==> config.mk <==
export PLATFORM = sky130hd
export DESIGN_NAME = order_watch
export DESIGN_NICKNAME = d
export VERILOG_FILES = /design/src/rtl/order_watch_pkg.sv /design/src/rtl/order_watch_sync.sv /design/src/rtl/order_watch_fsm.sv /design/src/rtl/order_watch.sv
export SDC_FILE = /design/constraint.sdc
export NUM_CORES = 1
export LEC_CHECK = 0
export BUFFER_PORTS_ARGS = -buffer_cell sky130_fd_sc_hd__buf_2
export CORE_AREA = 2 2 39 41
export DETAILED_ROUTE_END_ITERATION = 6
export DIE_AREA = 0 0 41 43
export PLACE_DENSITY = 0.39
export SYNTH_ARGS = -nofsm -noshare
export SYNTH_HDL_FRONTEND = slang
export SYNTH_HIERARCHICAL = 1
export SYNTH_SLANG_ARGS = --single-unit
==> constraint.sdc <==
create_clock -name clk -period 1.31 [get_ports clk]
set_clock_uncertainty 0.15 [all_clocks]
set_input_delay 0.262 -clock clk [delete_from_list [all_inputs] [get_ports clk]]
set_output_delay 0.262 -clock clk [all_outputs]
set_load 0.1 [all_outputs]
==> src/rtl/order_watch_pkg.sv <==
package order_watch_pkg;

  typedef enum logic {
    ST_IDLE  = 1'b0,
    ST_ARMED = 1'b1
  } arm_state_t;

  typedef struct packed {
    logic fire;
    logic arm;
  } pair_t;

  localparam int PAIR_W = $bits(pair_t);

endpackage

==> src/rtl/order_watch_sync.sv <==
module order_watch_sync #(
  parameter int W      = 2,
  parameter int STAGES = 2
) (
  input  logic         clk,
  input  logic         rst,
  input  logic [W-1:0] din,
  output logic [W-1:0] dout
);

  generate
    if (STAGES == 0) begin : g_bypass
      assign dout = din;
    end else begin : g_chain
      logic [W-1:0] stg [STAGES];

      always_ff @(posedge clk) begin
        if (rst) begin
          for (int i = 0; i < STAGES; i++) stg[i] <= '0;
        end else begin
          stg[0] <= din;
          for (int i = 1; i < STAGES; i++) stg[i] <= stg[i-1];
        end
      end

      assign dout = stg[STAGES-1];

      AST_SYNC_FIRST: assert property (@(posedge clk) disable iff (rst)
        !$past(rst) |-> stg[0] == $past(din));
    end
  endgenerate

endmodule

==> src/rtl/order_watch_fsm.sv <==
module order_watch_fsm
  import order_watch_pkg::*;
(
  input  logic clk,
  input  logic rst,
  input  pair_t smp,
  output logic hit
);

  arm_state_t state, nxt;

  always_comb begin
    unique case ({smp.fire, smp.arm})
      2'b01:   nxt = ST_ARMED;
      2'b00:   nxt = ST_IDLE;
      default: nxt = state;
    endcase
  end

  always_ff @(posedge clk) begin
    if (rst) state <= ST_IDLE;
    else     state <= nxt;
  end

  assign hit = smp.fire & (state == ST_ARMED);

  AST_RESET_IDLE: assert property (@(posedge clk)
    rst |=> state == ST_IDLE);
  AST_ARM_SETS: assert property (@(posedge clk) disable iff (rst)
    (!smp.fire && smp.arm) |=> state == ST_ARMED);
  AST_BOTH_LOW_CLEARS: assert property (@(posedge clk) disable iff (rst)
    (!smp.fire && !smp.arm) |=> state == ST_IDLE);
  AST_FIRE_HOLDS: assert property (@(posedge clk) disable iff (rst)
    smp.fire |=> $stable(state));
  AST_HIT_KEEPS: assert property (@(posedge clk) disable iff (rst)
    (hit && smp.fire) |=> (hit || !smp.fire));

endmodule

==> src/rtl/order_watch.sv <==
module order_watch
  import order_watch_pkg::*;
#(
  parameter int SYNC_STAGES = 2
) (
  input  logic clk,
  input  logic rst,
  input  logic fire_i,
  input  logic arm_i,
  output logic hit_o
);

  pair_t raw, smp;
  logic [PAIR_W-1:0] smp_bits;

  assign raw = '{fire: fire_i, arm: arm_i};

  order_watch_sync #(
    .W      (PAIR_W),
    .STAGES (SYNC_STAGES)
  ) u_sync (
    .clk  (clk),
    .rst  (rst),
    .din  (raw),
    .dout (smp_bits)
  );

  assign smp = pair_t'(smp_bits);

  order_watch_fsm u_fsm (
    .clk (clk),
    .rst (rst),
    .smp (smp),
    .hit (hit_o)
  );

  AST_FALL_DROPS: assert property (@(posedge clk) disable iff (rst)
    $fell(smp.fire) |-> !hit_o);

endmodule

After elaboration in Yosys (flattened, before gate mapping)
Memory sizes are Yosys's and may differ from the RTL's.
Cells that the tools add are included.
W data, S select, Z words.
Storage, ports and cells
  bits in registers: 1
  latch bits: 0
  memory bits (writable): 4
  ROM bits: 0
  input port bits: 4
  output and inout port bits: 1
  logic and storage cells: 14
  memories kept: 1
Memory list
  u_sync.g_chain.stg: depth 2, bits a word 2, read ports 2, clocked after Yosys merged registers in 0, write ports 2, RTL line order_watch_sync.sv:15  | logic [W-1:0] stg [STAGES];
Cells by class
  add/subtract/negate cells: 0
  $mul: 0
  div/mod/pow operators: 0
  magnitude comparators: 0
  equal/unequal tests: 1
  shift-type cells: 0
  mux-type cells: 6
  bitwise gates (word level): 3
  reductions and logical operators: 2
Operators by type and width (number)
  $mux W2: 2
  $mux W1: 3
  $eq A2 B1 Y1 const B: 1
  $logic_not A2 Y1: 1
  $or A1 B1 Y1: 2
  $pmux W1 S2: 1
  $reduce_bool A2 Y1: 1
  $and A1 B1 Y1: 1

Depth between registers and ports, before layout
  depth after elaboration: 3
  mapped depth: 3

By module
Netlist, hierarchy kept.
By module, submodules not included
  order_watch_sync: instances 1, cells an instance 10, area an instance 120.1 um^2, sequential area each 80.1 um^2
  order_watch_fsm: instances 1, cells an instance 4, area an instance 41.3 um^2, sequential area each 20.0 um^2

Least setup slack after synthesis
Ideal clock, no wire load.
  path kind: reg2out
  from: memory u_sync.g_chain.stg[1][1], in the netlist u_sync/g_chain.stg[0][3]
  to: output port hit_o
  data arrival time: 0.846 ns
  data required time: 0.898 ns
  slack: 0.052 ns
  cell stages (with the launch flop): 3
  path buffers: 1
  cell sequence: dfxtp_1 buf_4 and2_2
RTL lines
  start: declaration: RTL line order_watch_sync.sv:15
  end: declaration: RTL line order_watch.sv:10  | output logic hit_o

==> qor.tcl <==
set qor(period_minus_slack_ps) 1272
set qor(detail-route-antenna-nets) 0
set qor(cts-root-buf) {clkbuf_4}
set qor(worstSkewPairLatency_ps) 230
set qor(post_dp_cell_area_um2) 201.4
set qor(antenna_found_initial) 0
set qor(seq_area_frac_synth_pct) 62.02
set qor(finalNetCount) 26
set qor(detail_route.wl_per_cell_um) 5.757
set qor(groute.layer.met1.usage_pct) 2.258
set qor(synth_seq_cells) 5
set qor(timing.critical_path.to_type) {output port}
set qor(portBuffers) 4
set qor(ys_warn_count) 6
set qor(vdd.ir_drop.worst_mv) 0.6617
set qor(finalMaxSlewViolations) 0
set qor(gr-max-usage-layer) {met3}
set qor(reg2reg_from) {u_sync/g_chain.stg[0][3]}
set qor(arrival_time_of_the_worst_setup_path_ps) 860
set qor(power_density_nw_per_um2) 1466
set qor(most_used_cells_in_the_layout_excluding_fill_and_tap_cells) {4 x nor2b_1, 3 x clkbuf_4, 3 x buf_2, 3 x dfxtp_1, 2 x dfxtp_2}
set qor(routed-via-count) 107
set qor(gp_routability_congestion) 0.5326
set qor(cts-htree-levels) 1
set qor(netlist_area_um2) 161.4
set qor(worstPathBufferInverterCount) 1
set qor(synth_nets) 18
set qor(dr.pass1.iters) 1
set qor(timing.hold.worst.class) {in -> reg}
set qor(status) {complete, no violations}
set qor(setup_violations) 0
set qor(area_growth_syn_to_layout_pct) 48.06
set qor(synth_cells) 14
set qor(diodes) 0
set qor(worstHoldStart) {rst}
set qor(cts_buffer_depth) 2
set qor(cp_slowest_cell) {dfxtp_2}
set qor(ioPinCount) 5
set qor(vias_per_cell) 2.892
set qor(cts.reportedPaths.clkPinSlew_ps) 40
set qor(worst-setup-path-type) {reg -> out}
set qor(groute.usage.overall_pct) 3.719
set qor(grt_max_degree) 6
set qor(rsz0062_at_grt) {false}
set qor(global_route.usage.met2_pct) 4.688
set qor(fp.dieH_um) 43
set qor(clock_tree_from_tritoncts) {done}
set qor(max_freq_ghz) 0.7862
set qor(hold_fix_buffers_at_cts) 0
set qor(worst_pin_slew_ps) 131.6
set qor(initial_utilization_pct) 11.66
set qor(critPathTopFamily) {flip-flops}
set qor(via_count_of_the_first_global_routing_pass) 109
set qor(most_frequent_standard_cell_in_the_layout_excluding_fill_and_tap_cells) {nor2b_1}
set qor(cts_made_buffers) 3
set qor(grt.met3_usage_pct) 6.283
set qor(drtIter0Drc) 0
set qor(kind_of_start_point_of_the_critical_path) {flop}
set qor(fin_setup_tns_ps) 0
set qor(die_x_um) 41
set qor(grt_pass1_wl_um) 358
set qor(grt_overflow_total) 0
set qor(netlist-cell-type-count) 6
set qor(rows) 14
set qor(critical_path.max_fanout) 2
set qor(route.detailed.drc) 0
set qor(crit_path_max_incr_delay_ps) 320
set qor(final.period_utilization_pct) 97.09
set qor(finalWirelength_um) 213
set qor(crit_required_ps) 900
set qor(crit_path_cell_chain) {and2_4 > buf_12}
set qor(core_footprint_um2) 1384
set qor(timing.final.hold_violations) 0
set qor(maxCapViolations) 0
set qor(number_of_sinks_driven_by_the_clock_tree) 5
set qor(drive_above_1_share_pct) 52.38
set qor(fin_area_um2) 239.0
set qor(launch_point_of_the_worst_path) {u_sync/g_chain.stg[0][3]}
set qor(max-slew-margin-rel_pct) 90.98
set qor(synth_area_per_cell_um2) 11.53
set qor(power_leakage_nw) 0.09949
set qor(setup.reg_to_reg.worst_slack_ps) 410
set qor(floorplan.die_area_um2) 1763
## metrics by stage
step / total power [mW] / utilization (%) / cells / setup slack (ps) / hold slack (ps)
after floorplan: 0.1733 / - / 14 / 52.40 / 183.6
after CTS: 0.3573 / 16.64 / 36 / 12.20 / 79.03
after global routing: 0.3704 / 17.27 / 37 / 7.048 / 86.60
after global placement: 0.1766 / 14.56 / 32 / 238.8 / 270.1
after detailed placement: 0.1775 / 14.56 / 32 / 236.1 / 286.0
final: 0.3504 / 17.27 / 37 / 38.08 / 80.70
## cell type report
type | count | area [um2]
clock buffer | 4 | 26.28
timing repair buffer | 5 | 42.54
sequential | 5 | 102.6
tap | 16 | 20.02
multi-input combinational | 7 | 47.55
fill | 157 | 1145
## worst reg2reg max path, cell delays in order, from the launching register on
cell     delay, ps
dfxtp_2        320
buf_4          100
mux2i_1        180
nor2_1          50
## final timing paths
kind	end	cells past startpoint
worst min-delay path	u_fsm/state	2
worst min register to register	u_sync/g_chain.stg[0][3]	1
worst max register to register	u_fsm/state	3
worst max-delay path	hit_o	2
## where the power goes
group	leakage [nW]	switching (mW)	internal (mW)
Sequential	0.0421	0.00191	0.160
Combinational	0.0424	0.00596	0.00934
Clock	0.0150	0.0585	0.115
## layer usage
layer	wire length [um]	vias to the layer above
met3	33	0
li1	-	55
met2	86	7
met5	0	-
met1	92	45
met4	0	0
## synthesized netlist by cell type (all sizes together)
| cell type | instances | area share (%) |
|---|---|---|
| nor2b | 4 | 16 |
| nor2 | 1 | 2.3 |
| dfxtp | 5 | 62 |
| buf | 2 | 9.3 |
| mux2i | 1 | 6.2 |
| and2 | 1 | 4.7 |
## flip-flops by register name, indices dropped and copies added, names as in the netlist
name	flops
u_fsm/state	1
u_sync/g_chain.stg	4
## cells by family after synthesis
group	after synthesis	share of synthesized area, %
buffers and inverters	2	9.300
DFF	5	62.02
muxes	1	6.202
and+or+nand+nor	6	22.48
## what timing repair did
item,CTS,global route
cloned,0,0
buffers inserted,0,1
gates resized for setup,2,1
endpoints found under the setup margin,1,1
(Power assumes the default switching activity.)
